==> src/rtl/upc_pkg.sv <==
package upc_pkg;

   // Operation selected for the next rising edge
   typedef enum logic [1:0] {
      UPC_HOLD = 2'd0,
      UPC_LOAD = 2'd1,
      UPC_INC  = 2'd2,
      UPC_DEC  = 2'd3
   } upc_op_e;

   localparam int unsigned UPC_DIGIT_W   = 4;
   localparam int unsigned UPC_DIGIT_TOP = 9;

   // Upward successor of a decimal digit, unused codes included
   function automatic logic [3:0] upc_digit_up(input logic [3:0] v);
      logic [3:0] r;
      case (v)
         4'd9:    r = 4'd0;
         4'd11:   r = 4'd6;
         4'd13:   r = 4'd4;
         4'd15:   r = 4'd2;
         default: r = v + 4'd1;
      endcase
      return r;
   endfunction

   // Downward successor of a decimal digit, unused codes included
   function automatic logic [3:0] upc_digit_dn(input logic [3:0] v);
      logic [3:0] r;
      case (v)
         4'd0:    r = 4'd9;
         4'd12:   r = 4'd3;
         4'd14:   r = 4'd5;
         default: r = v - 4'd1;
      endcase
      return r;
   endfunction

endpackage

==> src/rtl/upc_mode_dec.sv <==
module upc_mode_dec
   import upc_pkg::*;
(
   input  logic    load_n,
   input  logic    en_par_n,
   input  logic    en_chain_n,
   input  logic    up,
   output upc_op_e op
);

   // Load wins over everything; counting needs both enables low
   always_comb begin
      if (!load_n)
         op = UPC_LOAD;
      else if (en_par_n || en_chain_n)
         op = UPC_HOLD;
      else if (up)
         op = UPC_INC;
      else
         op = UPC_DEC;
   end

endmodule

==> src/rtl/upc_step.sv <==
module upc_step
   import upc_pkg::*;
#(
   parameter int unsigned WIDTH   = 4,
   parameter bit          DECIMAL = 1'b1
) (
   input  logic [WIDTH-1:0] cur,
   output logic [WIDTH-1:0] nxt_inc,
   output logic [WIDTH-1:0] nxt_dec
);

   generate
      if (DECIMAL) begin : g_digit
         // Width fixed to UPC_DIGIT_W by the top-level check
         assign nxt_inc = upc_digit_up(cur);
         assign nxt_dec = upc_digit_dn(cur);
      end else begin : g_binary
         // Natural modulo-2^WIDTH wrap
         assign nxt_inc = cur + WIDTH'(1);
         assign nxt_dec = cur - WIDTH'(1);
      end
   endgenerate

endmodule

==> src/rtl/upc_term.sv <==
module upc_term #(
   parameter int unsigned WIDTH   = 4,
   parameter bit          DECIMAL = 1'b1
) (
   input  logic [WIDTH-1:0] cur,
   input  logic             up,
   input  logic             en_chain_n,
   output logic             term_n
);

   logic at_top;
   logic at_floor;

   assign at_floor = ~|cur;

   generate
      if (DECIMAL) begin : g_digit
         // Partial decode: 9 plus unused codes 11, 13, 15
         assign at_top = cur[0] & cur[WIDTH-1];
      end else begin : g_binary
         assign at_top = &cur;
      end
   endgenerate

   assign term_n = ~(~en_chain_n & (up ? at_top : at_floor));

endmodule

==> src/rtl/updn_preset_counter.sv <==
module updn_preset_counter
   import upc_pkg::*;
#(
   parameter int unsigned WIDTH   = 4,
   parameter bit          DECIMAL = 1'b1
) (
   input  logic             clk,
   input  logic             load_n,
   input  logic             en_par_n,
   input  logic             en_chain_n,
   input  logic             up,
   input  logic [WIDTH-1:0] preset,
   output logic [WIDTH-1:0] count,
   output logic             term_n
);

   // Elaboration-time parameter checks
   generate
      if (WIDTH < 1) begin : g_bad_width
         $error("updn_preset_counter: WIDTH must be at least 1");
      end
      if (DECIMAL && (WIDTH != UPC_DIGIT_W)) begin : g_bad_digit
         $error("updn_preset_counter: decimal mode needs WIDTH of 4");
      end
   endgenerate

   upc_op_e          op;
   logic [WIDTH-1:0] nxt_inc;
   logic [WIDTH-1:0] nxt_dec;
   logic [WIDTH-1:0] state_q;

   upc_mode_dec mode_i (
      .load_n     (load_n),
      .en_par_n   (en_par_n),
      .en_chain_n (en_chain_n),
      .up         (up),
      .op         (op)
   );

   upc_step #(.WIDTH(WIDTH), .DECIMAL(DECIMAL)) step_i (
      .cur     (state_q),
      .nxt_inc (nxt_inc),
      .nxt_dec (nxt_dec)
   );

   upc_term #(.WIDTH(WIDTH), .DECIMAL(DECIMAL)) term_i (
      .cur        (state_q),
      .up         (up),
      .en_chain_n (en_chain_n),
      .term_n     (term_n)
   );

   // Single state register; no reset, first load defines it
   always_ff @(posedge clk) begin
      unique case (op)
         UPC_LOAD: state_q <= preset;
         UPC_INC:  state_q <= nxt_inc;
         UPC_DEC:  state_q <= nxt_dec;
         default:  state_q <= state_q;
      endcase
   end

   assign count = state_q;

endmodule

==> config.mk <==
export PLATFORM = sky130hd
export DESIGN_NAME = updn_preset_counter
export DESIGN_NICKNAME = d
export VERILOG_FILES = /design/src/rtl/upc_pkg.sv /design/src/rtl/upc_mode_dec.sv /design/src/rtl/upc_step.sv /design/src/rtl/upc_term.sv /design/src/rtl/updn_preset_counter.sv
export SDC_FILE = /design/constraint.sdc
export NUM_CORES = 1
export LEC_CHECK = 0
export BUFFER_PORTS_ARGS = -buffer_cell sky130_fd_sc_hd__buf_2
export CAP_MARGIN = 20
export CORE_MARGIN = 2
export CORE_UTILIZATION = 30
export CTS_BUF_LIST = sky130_fd_sc_hd__clkbuf_8
export DETAILED_ROUTE_END_ITERATION = 12
export GPL_TIMING_DRIVEN = 0
export PLACE_DENSITY = 0.62
export SYNTH_ARGS = -nofsm -noshare
export SYNTH_HDL_FRONTEND = slang
export SYNTH_SLANG_ARGS = --single-unit
==> constraint.sdc <==
create_clock -name clk -period 2.4 [get_ports clk]
set_clock_uncertainty 0.1 [all_clocks]
set_input_delay 0.24 -clock clk [delete_from_list [all_inputs] [get_ports clk]]
set_output_delay 0.24 -clock clk [all_outputs]
set_load 0.02 [all_outputs]
======== Word-level counts from Yosys, hierarchy flattened ========
Cells that the tools add are included.
operators by class
  eq/ne operators ......................... 9
  $add $sub $neg .......................... 2
  bitwise operators ....................... 4
  reduce and logical (&&, ||, !) cells .... 5
  multiplexer cells ....................... 7
operators by type and width
  cell                                               number
  == test 4 bit (second input constant)              6
  case mux 4 bit (3 select lines)                    2
  case mux 4 bit (4 select lines)                    1
  adder 4 x 1 -> 4 bit (second input constant)       1
  == test 2 bit (second input constant)              2
  logical NOT 4 bit                                  1
  two-way mux 2 bit                                  2
  OR reduction 4 bit                                 1
  subtractor 4 x 1 -> 4 bit (second input constant)  1
  nonzero test 3 bit                                 1
  bitwise AND 1 bit                                  2
  == test 2 x 1 -> 1 bit (second input constant)     1
  two-way mux 1 bit                                  2
  NOT 1 bit                                          2
  logical NOT 1 bit                                  1
  logical OR 1 bit                                   1
word-level totals
  output and inout port bits .............. 5
  input bits .............................. 9
  register bits after elaboration ......... 4
  logic and storage cells ................. 28

======== Logic depth before layout (Yosys ltp) ========
Gate-level depths: netlist (run 1).
  word-level depth ........................ 5
  mapped depth ............................ 6
  mapped depth without buffers ............ 6

======== Cells and area by module ========
From an unflattened synthesis (run 1), not the netlist that was laid out.
unflattened totals
  cell total of the unflattened synthesis .. 59
  area total of the unflattened synthesis .. 499.2 um^2
by module, submodules not included
  module               sequential area each (um^2)  instances  cells each  area each (um^2)
  upc_step             0.0                          1          34          230.2
  updn_preset_counter  120.1                        1          19          217.7
  upc_term             0.0                          1          4           31.3
  upc_mode_dec         0.0                          1          2           20.0

======== Worst setup path before layout (run 1) ========
Ideal clock, no wire load.
  kind .................................... reg-to-reg
  from .................................... register state_q[0] (netlist: count[0])
  to ...................................... register state_q[2] (netlist: count[2]), data pin
  library setup time ...................... 0.259 ns
  required time ........................... 2.041 ns
  cell stages (with the launch flop) ...... 7
  slack ................................... 0.458 ns
  path buffers ............................ 0
  data arrival time ....................... 1.583 ns
  period minus slack after synthesis ...... 1.942 ns
  cell sequence ........................... edfxtp_1 > inv_1 > ha_1 > mux2_1 > nand2_1 > a21oi_1 > o31a_1
on the way
  longest elaborated chain between the ends .. 3
  elaborated cells between the ends (all ways) .. 12
  classes of those cells .................. add/sub: 2; eq/ne: 6; mux: 3; reduce/logical: 1
ends and longest elaborated chain
  item                                                                                       line                          RTL
  start: declaration                                                                         updn_preset_counter.sv:30     logic [WIDTH-1:0] state_q;
  start signal: assignment                                                                   updn_preset_counter.sv:56     UPC_LOAD: state_q <= preset;
  start signal: assignment                                                                   updn_preset_counter.sv:57     UPC_INC: state_q <= nxt_inc;
  start signal: assignment                                                                   updn_preset_counter.sv:58     UPC_DEC: state_q <= nxt_dec;
  adder 4 x 1 -> 4 bit (tied with other cells)                                               upc_pkg.sv:22                 default: r = v + 4'd1;
  case mux 4 bit (4 select lines) / case mux 4 bit (3 select lines) (equally long branches)  upc_pkg.sv:17, upc_pkg.sv:30
  case mux 4 bit (3 select lines) *                                                          updn_preset_counter.sv:55     unique case (op)
Mark *: on every way between the ends. The rest lies on a longest branch, timed or not.
A chain may end at the register's enable or synchronous reset.

======== Worst setup path after layout (run 1) ========
  from .................................... register state_q[0] (netlist: count[0])
  to ...................................... output port term_n
on the way
  longest elaborated chain between the ends .. 5
  elaborated cells between the ends (all ways) .. 6
  classes of those cells .................. mux: 1; bitwise: 3; reduce/logical: 2
ends and longest elaborated chain
  item                 line                       RTL
  OR reduction 4 bit   upc_term.sv:14             assign at_floor = ~|cur;
  logical NOT 1 bit    upc_term.sv:14
  two-way mux 1 bit *  upc_term.sv:25             assign term_n = ~(~en_chain_n & (up ? at_top : at_floor));
  bitwise AND 1 bit *  upc_term.sv:25
  NOT 1 bit *          upc_term.sv:25
  end: declaration     updn_preset_counter.sv:14  output logic term_n
Marked as above.

==> results of run 1 <==
[per-stage QoR]
stage               cells  worst slack [ns]  hold WS, ns  util, %  cell area, µm²
floorplan              62             0.458        0.325        -             477
global placement       90             0.385        0.423     37.0             557
detailed placement     90             0.365        0.418     37.0             557
CTS                    93             0.122        0.196     39.7             598
global route           93            0.0354        0.216     39.9             601
finish                 93             0.169        0.201     39.9             601
[metal layers]
| metal | track usage (%) | up-vias | share of wire [%] |
|---|---|---|---|
| met2 | 16.5 | 16 | 43 |
| met5 | 0 | - | 0 |
| met1 | 17.0 | 211 | 51 |
| li1 | - | 260 | - |
| met4 | 1.82 | 0 | 0 |
| met3 | 5.42 | 0 | 6.1 |
[logic make-up (layout without fill, tap and decap cells)]
family          after synthesis  in the layout  synth area share, %
simple gates                 20             20                 18.9
buf+inv                       6             21                 6.56
compound gates               26             26                 33.9
fa+ha+maj                     5              5                 13.1
flops                         4              4                 25.2
mux                           1              1                 2.36
[layout by cell type (no fill, tap or decap), drive strengths merged]
master,instances
a211o,1
a211oi,1
a21o,1
a21oi,5
a22oi,1
a31oi,3
buf,15
clkbuf,3
edfxtp,4
ha,5
inv,3
mux2,1
nand2,8
nand2b,2
nand3,1
nor2,6
nor3,1
o211ai,1
o21a,2
o21ai,8
o31a,1
o31ai,2
or2,1
or3b,1
[synth_stat cells]
| master | n | share of area [%] |
|---|---|---|
| nand2_1 | 8 | 6.3 |
| nor2_1 | 6 | 4.7 |
| a21oi_1 | 5 | 5.2 |
| ha_1 | 5 | 13 |
| o21ai_0 | 5 | 5.2 |
| edfxtp_1 | 4 | 25 |
| a31oi_1 | 3 | 3.9 |
| inv_1 | 3 | 2.4 |
| o21ai_1 | 3 | 3.1 |
| buf_4 | 2 | 3.1 |
| nand2b_1 | 2 | 2.6 |
| o21a_1 | 2 | 3.1 |
| o31ai_1 | 2 | 3.1 |
| a211o_1 | 1 | 1.8 |
| a211oi_1 | 1 | 1.6 |
| a21o_1 | 1 | 1.6 |
| a22oi_1 | 1 | 1.6 |
| buf_2 | 1 | 1.0 |
| mux2_1 | 1 | 2.4 |
| nand3_1 | 1 | 1.0 |
| nor3_1 | 1 | 1.0 |
| o211ai_1 | 1 | 1.6 |
| o31a_1 | 1 | 1.8 |
| or2_1 | 1 | 1.3 |
| or3b_1 | 1 | 1.8 |
[worst min-delay path, stage by stage]
cell and delay [ns]:
buf_2 0.07, nand2_1 0.04, o31ai_1 0.05
[power by group]
group	switching (mW)	leakage (nW)	internal [mW]
combinational	0.0586	0.206	0.0458
sequential	0.0105	0.0401	0.0857
clock	0.0301	0.0216	0.106
[worst max-delay path by stage]
| stage | cells past startpoint | endpoint | slack [ns] |
|---|---|---|---|
| 3_3_place_gp | 7 | term_n | 0.39 |
| 4_1_cts | 7 | term_n | 0.12 |
| 5_1_grt | 7 | term_n | 0.04 |
| 3_5_place_dp | 7 | term_n | 0.36 |
| 6_report | 7 | term_n | 0.17 |
| 2_1_floorplan | 6 | count[2] | 0.46 |
[area by class of cell]
type	count	share of cell area, %
timing repair buffer	12	10.0
sequential	4	20.0
clock buffer	3	6.87
inverter	3	1.88
multi-input combinational	52	54.6
buffer	3	3.33
tap	16	3.33
==> results.md, run 1 <==
- Detailed Routing Iterations Pass 1: 5
- Final Max Tran Viols: 0
- Final hold violation count: 0
- Maximum buffer depth of the clock tree: 2
- Iteration-0 DRC Markers: 11
- Max Freq: 448 MHz
- Syn Area/Cell: 7.69 µm²
- Post-Syn Area: 477 µm²
- Initial Util: 31.6%
- Final setup fails: 0
- Reg-to-Reg End: count[2]
- Post-route ant nets: 0
- Post-Syn Instances: 62
- Core area: 1510 µm²
- Initial antenna violation count: 0
- Hold Path End: count[3]
- Rel. slew slack: 64.0%
- Critical Path End Type: output pin
- Post-synth net total: 76
- Pin count of the biggest net entering global routing: 11
- Io pins: 14
- Period utilization: 93.0%
- Postcts setup bufs: 0
- Number of global-route vias before repair: 391
- # fillers: 159
- Crit path launch: count[0]
- First-pass GRT wire length: 1700 µm
- Die X: 43.9 µm
- Family with the most delay on the worst path: flip-flops
- Fraction of layout cells with a size suffix above 1: 24.7%
- Worst path slowest cell: edfxtp_1
- Nets: 93
- RSZ-0062 raised after global routing: false
- Tot Pwr: 337 µW
- Root buf cell: clkbuf_8
- HP Start: preset[3]
- Total GRT Usage: 11.8%
- PD cells: 561 nW/µm²
- Drt wl/cell: 11.5 µm
- Peak supply drop: 423 µV
- FF+latch area: 120 µm²
- Worst-path clk slew: 0.03 ns
- Die height: 43.9 µm
- Max H-tree Level: 1
- Largest register FFs: 4
- Setup TNS: 0 ns
- Netlist cell types: 25
- P_leak: 0.268 nW
- Worst Tran Pin Value: 0.534 ns
- Reg2Reg Launch Point: count[0]
- CP max stage delay: 0.50 ns
- Cts bufs inserted: 3
- CP cell instances: inv_1, ha_2, nand2b_1, nor3_1, a31oi_1, or2_1, buf_2
- IO Port Bufs: 12
- Register area share after synthesis: 25.2%
- Status: finished, final reports clean
- Area of the multi-input gates: 328 µm²
- Final HPWL from detailed placement: 807 µm
- Placer Congestion: 0.795
- Die ar.: 1920 µm²
- Routed WL: 1070 µm
- Hold Path Stages: 3
- # resized after CTS: 0
- FF-to-FF setup slack: 0.42 ns
- Vias per inst: 5.24
- Antenna diode instance count: 0
- CP required: 2.06 ns
- Clock insertion delay at the later pin of the skew report: 0.21 ns
- Hold buffer count at CTS: 0
- Syn-to-layout area delta: 26.0%
- Post-route minimum period: 2.23 ns
- TritonCTS Sinks: 4
- CTS tree: done
- Length in cells of the worst reg-to-reg path: 6
- Overflow after GRT: 0
- Startpoint Class: flop
- Max Cap Viol: 0
- Buffers & Inverters on Critical Path: 2
- YS warnings: 0
- Worst Hold Class: input port to flop
- CP Class: flop to output pin
- # rows: 14
- Arr. time, crit path: 1.89 ns
- DRC errors left: 0
- Crit path max fanout: 8
- DR vias: 487
- Synthesis-stage register bit count: 4
Power figures use the tool's default switching activity.
==> inputs of run 2 (changes only) <==
- BUFFER_PORTS_ARGS: -buffer_cell sky130_fd_sc_hd__buf_2 -> -buffer_cell sky130_fd_sc_hd__buf_4
- CTS_CLUSTER_SIZE: not set -> 12
==> run 2 against run 1 <==
  * First-iteration DRC count is 9.1% lower
  * Clock-buffer cell count stayed put
  * Critical endpoint unchanged
  * Register-to-register slack better by 0.02 ns
  * Worst hold slack worse by 0.00077 ns
  * Sequential share of layout area is 0.95 points lower
==> results.md, run 2 (synthesis gave the netlist of run 1 again) <==
- Status: finished, final reports clean
- CP Class: flop to output pin
- Routed WL: 1080 µm (+1.6%)
- Final Max Tran Viols: 0 (unchanged)
- Drt wl/cell: 11.6 µm (+1.6%)
- Commonest cells after routing, fill and taps aside: buf_4, nand2_1, nor2_1
- IO Port Bufs: 12 (unchanged)
- Crit path max fanout: 8 (unchanged)
- Hold Slack: 0.200 ns (-0.000771 ns)
- Largest register FFs: 4 (unchanged)
- Fraction of layout cells with a size suffix above 1: 24.7% (unchanged)
- Number of global-route vias before repair: 431 (+10%)
- RSZ-0062 raised after global routing: false
- Peak supply drop: 310 µV (-27%)
- Worst Tran Pin Value: 0.557 ns (+0.0231 ns)
- Syn-to-layout area delta: 32.3%
- Initial antenna violation count: 0 (unchanged)
- Post-route ant nets: 0 (unchanged)
- Worst Hold Class: input port to flop
- # fillers: 160 (+0.63%)
- Period utilization: 91.0% (-2.0 points)
- DRC errors left: 0 (unchanged)
- Final hold violation count: 0 (unchanged)
- FF+latch area: 120 µm² (unchanged)
- Root buf cell: clkbuf_8
- Final setup fails: 0 (unchanged)
- Area of the multi-input gates: 328 µm² (unchanged)
- Hold buffer count at CTS: 0 (unchanged)
- Rel. slew slack: 62.5% (-1.6 points)
- Io pins: 14 (unchanged)
- Arr. time, crit path: 1.84 ns (-0.05 ns)
- Die X: 43.9 µm (unchanged)
- PD cells: 545 nW/µm² (-2.9%)
- Worst-path clk slew: 0.03 ns (about the same)
- Final HPWL from detailed placement: 854 µm (+5.8%)
- Critical Path End Type: output pin
- Die height: 43.9 µm (unchanged)
- TritonCTS Sinks: 4 (unchanged)
- Die ar.: 1920 µm² (unchanged)
- Total GRT Usage: 12.5% (+0.66 points)
- Pin count of the biggest net entering global routing: 11 (unchanged)
- Post-route minimum period: 2.18 ns (-0.0474 ns)
- Startpoint Class: flop
- P_leak: 0.279 nW (+4.2%)
- Maximum buffer depth of the clock tree: 2 (unchanged)
- Initial Util: 31.6% (unchanged)
- Vias per inst: 5.22 (-0.41%)
- Setup TNS: 0 ns (unchanged)
- DR vias: 485 (-0.41%)
- First-pass GRT wire length: 1840 µm (+8.1%)
- Most common cell after layout, fill and taps aside: buf_4
- # resized after CTS: 0 (unchanged)
- Max H-tree Level: 1 (unchanged)
- Iteration-0 DRC Markers: 10 (-1)
- Antenna diode instance count: 0 (unchanged)
- Postcts setup bufs: 0 (unchanged)
- Core area: 1510 µm² (unchanged)
- CTS tree: done
- CP required: 2.06 ns (about the same)
- Detailed Routing Iterations Pass 1: 4 (-1)
- Cts bufs inserted: 3 (unchanged)
- Nets: 93 (unchanged)
- Placer Congestion: 0.762 (-4.2%)
- Max Freq: 458 MHz (+2.2%)
- Max Cap Viol: 0 (unchanged)
- # rows: 14 (unchanged)
- Clock insertion delay at the later pin of the skew report: 0.21 ns (about the same)
- Overflow after GRT: 0 (unchanged)
run 2: cell counts in the layout (fill, tap and decap cells not counted):
No cell type changed its count.
run 2: layout make-up:
class | count | share of cell area [%]
buffer | 3 | 3.17
inverter | 3 | 1.79
tap | 16 | 3.17
timing repair buffer | 12 | 14.3
clock buffer | 3 | 6.55
sequential | 4 | 19.0
multi-input combinational | 52 | 52.0
run 2: power breakdown:
part | total [mW] | internal, mW | leakage (nW) | switching (mW)
clock | 0.136 | 0.106 | 0.0216 | 0.0298
sequential | 0.0961 | 0.0857 | 0.0401 | 0.0104
combinational | 0.111 | 0.0524 | 0.218 | 0.0589
run 2: critical path: stages (launching register included):
cell	delay, ns
edfxtp_1	0.49
inv_1	0.18
ha_2	0.28
nand2b_1	0.11
nor3_1	0.13
a31oi_1	0.06
or2_1	0.21
buf_4	0.16
run 2: metal layers:
layer / up-vias / GRT usage [%] / wire length (µm) / share of wire (%)
li1: 255 / - / - / -
met1: 216 / 16.4 / 535 / 49
met2: 14 / 21.5 / 483 / 45
met3: 0 / 3.75 / 62 / 5.7
met4: 0 / 0 / 0 / 0
met5: - / 0 / 0 / 0
run 2: worst paths after layout:
check             endpoint  startpoint  slack [ns]  cells past startpoint
setup reg to reg  count[2]    count[0]        0.44                      6
setup / recovery    term_n    count[0]        0.22                      7
hold reg to reg   count[0]    count[0]        0.83                      3
hold / removal    count[3]   preset[3]        0.20                      3
run 2: stage by stage:
stage | total power [mW] | instance area [µm²] | setup WS, ns | cells | utilization (%)
floorplan | 0.172 | 477 | 0.458 | 62 | -
global placement | 0.206 | 587 | 0.389 | 90 | 39.0
detailed placement | 0.207 | 587 | 0.384 | 90 | 39.0
CTS | 0.347 | 628 | 0.146 | 93 | 41.7
global route | 0.368 | 631 | 0.0689 | 93 | 41.9
finish | 0.344 | 631 | 0.216 | 93 | 41.9
==> inputs of run 3 (changes only) <==
- ABC_AREA: not set -> 1
==> run 3 against run 2 <==
  * Final area increased by 5.2%
  * Critical path depth is 1 lower
  * Wire length is 9.7% higher
  * Critical path type unchanged
  * Largest cell class unchanged
  * Highest routed layer is now met4
==> results.md, run 3 <==
- Arr. time, crit path: 1.66 ns (-0.18 ns)
- PD cells: 519 nW/µm² (-4.8%)
- Final instance area: 663 µm² (+5.2%)
- Cts bufs inserted: 3 (unchanged)
- Ranking of synthesized cells by area: edfxtp_1, nand2_1, ha_1, inv_1, nand3_1
- Number of global-route vias before repair: 463 (+7.4%)
- Vias per inst: 4.73 (-9.2%)
- Post-Syn Instances: 84 (+35%)
- DR vias: 549 (+13%)
- Worst Hold Class: input port to flop
- Total GRT Usage: 13.6% (+1.1 points)
- Pin count of the biggest net entering global routing: 9 (-2)
- Final hold violation count: 0 (unchanged)
- Post-synth net total: 98 (+29%)
- Area of the multi-input gates: 328 µm² (unchanged)
- Iteration-0 DRC Markers: 7 (-3)
- Post-route minimum period: 2.00 ns (-0.180 ns)
- Io pins: 14 (unchanged)
- Post-DP Area: 622 µm² (+6.0%)
- Die X: 45.0 µm (+2.6%)
- Initial antenna violation count: 0 (unchanged)
- # resized after CTS: 0 (unchanged)
- Nets: 116 (+25%)
- Maximum buffer depth of the clock tree: 2 (unchanged)
- TritonCTS Sinks: 4 (unchanged)
- CP max stage delay: 0.49 ns (about the same)
- Netlist cell types: 15 (-40%)
- Final Max Tran Viols: 0 (unchanged)
- # fillers: 168 (+5.0%)
- Top_reg_cell synth: edfxtp_1
- Non-Filler Instances: 116 (+25%)
- Hold buffer count at CTS: 0 (unchanged)
- Placer Congestion: 0.821 (+7.8%)
- Worst path slowest cell: edfxtp_1
- Crit path max fanout: 7 (-1)
- Post-Syn Area: 504 µm² (+5.8%)
- Min setup slack post-route: 0.396 ns (+0.180 ns)
- Register area share after synthesis: 23.8% (-1.4 points)
- Period utilization: 83.5% (-7.5 points)
- Placed cells: 113 (+26%)
- Drt wl/cell: 10.2 µm (-12%)
- DRC errors left: 0 (unchanged)
- First-pass GRT wire length: 1990 µm (+8.3%)
- Initial Util: 32.7% (+1.1 points)
- CTS tree: done
- Routed WL: 1190 µm (+9.7%)
- Cell taking the most area after synthesis: edfxtp_1
- Most frequent CP cell: nand2_1
- Worst Tran Pin Value: 0.608 ns (+0.0508 ns)
- Post-route ant nets: 0 (unchanged)
- RSZ-0062 raised after global routing: false
- Max Freq: 499 MHz (+9.0%)
- Number of synthesized flops with an enable pin: 4 (unchanged)
- IO Port Bufs: 13 (+1)
- CP Class: flop to output pin
- Synthesis-stage register bit count: 4 (unchanged)
- Status: finished, final reports clean
- CP cell instances: inv_1, ha_1, nand3_2, nand2_1, nand2_1, buf_4
- Most frequent cell after synthesis: nand2_1
- Final setup fails: 0 (unchanged)
- Fraction of layout cells with a size suffix above 1: 20.0% (-4.7 points)
- Antenna diode instance count: 0 (unchanged)
- Critical Path End Type: output pin
- YS warnings: 0 (unchanged)
- Final HPWL from detailed placement: 960 µm (+12%)
- Root buf cell: clkbuf_8
- CP required: 2.06 ns (about the same)
- Startpoint Class: flop
- Rel. slew slack: 59.0% (-3.4 points)
- Syn-to-layout area delta: 31.5%
- P_leak: 0.384 nW (+38%)
- Die height: 45.0 µm (+2.6%)
- Most common cell after layout, fill and taps aside: nand2_1
- Peak supply drop: 326 µV (+5.3%)
- FF-to-FF setup slack: 0.54 ns (+0.10 ns)
- Clock insertion delay at the later pin of the skew report: 0.22 ns (about the same)
- Setup TNS: 0 ns (unchanged)
- Top cells by count, synth: nand2_1, inv_1, nor2_1
- Detailed Routing Iterations Pass 1: 4 (unchanged)
- Synth top area share: 23.8% (-1.4 points)
- Core area: 1540 µm² (+2.3%)
- Overflow after GRT: 0 (unchanged)
- Worst-path clk slew: 0.03 ns (about the same)
- Max Cap Viol: 0 (unchanged)
- Dpl ws: 0.524 ns (+0.141 ns)
- Max H-tree Level: 1 (unchanged)
- Async SR Flop Fraction: 0% (unchanged)
- Util after Layout: 43.0% (+1.2 points)
- Commonest cells after routing, fill and taps aside: nand2_1, inv_1, buf_4
- Die ar.: 2020 µm² (+5.2%)
- Postcts setup bufs: 0 (unchanged)
- Largest register FFs: 4 (unchanged)
- FF+latch area: 120 µm² (unchanged)
- # rows: 14 (unchanged)
- Syn Area/Cell: 6.00 µm² (-22%)
-- run 3: cell types whose count changed after synthesis, moves of 3 or more --
cell / delta
nand3_1: +7
nand2_1: +23
a31oi_1: -3
inv_1: +11
nor2_1: +3
o21ai_1: -3
-- run 3: layout make-up --
cell class / instances / share of cell area, %
timing repair buffer: 13 / 14.7
sequential: 4 / 18.1
clock buffer: 3 / 6.23
tap: 16 / 3.02
multi-input combinational: 65 / 49.4
inverter: 15 / 8.49
-- run 3: final timing paths --
kind | from | to | cells past startpoint
max | count[0] | term_n | 6
min | preset[1] | count[1] | 3
max reg2reg | count[0] | count[0] | 6
min reg2reg | count[3] | count[1] | 4
-- run 3: cell families (layout without fill, tap and decap cells) --
kind of cell / Yosys count / in the layout / synth area share, %
AND/OR/NAND/NOR: 51 / 51 / 41.9
buffers and inverters: 15 / 31 / 11.2
AO/OA/AOI/OAI: 9 / 9 / 10.7
adder cells (fa/ha/maj): 5 / 5 / 12.4
flip-flops: 4 / 4 / 23.8
-- run 3: per-stage QoR --
step	hold slack, ns	total power [mW]
3_5_place_dp	0.456	0.204
3_3_place_gp	0.454	0.203
4_1_cts	0.232	0.350
5_1_grt	0.236	0.371
2_1_floorplan	0.356	0.165
6_report	0.235	0.344
-- run 3: where the power goes --
group	internal (mW)	total (mW)	switching (mW)
logic	0.0430	0.105	0.0623
clock network	0.107	0.142	0.0347
registers	0.0860	0.0973	0.0113
total	0.236	0.344	0.108
-- run 3: metal layers --
layer / vias to the layer above / GRT usage (%) / share of wire, %
met3: 2 / 2.40 / 4.5
met4: 0 / 5.29 / 1.6
li1: 298 / - / -
met1: 236 / 21.1 / 52
met5: - / 0 / 0
met2: 13 / 18.3 / 42
-- run 3: critical path: cells and delay by family (launching register included) --
kind | cells | cell delay [ns]
flip-flops | 1 | 0.49
buffers and inverters | 2 | 0.38
AND/OR/NAND/NOR | 3 | 0.29
adder cells (fa/ha/maj) | 1 | 0.28
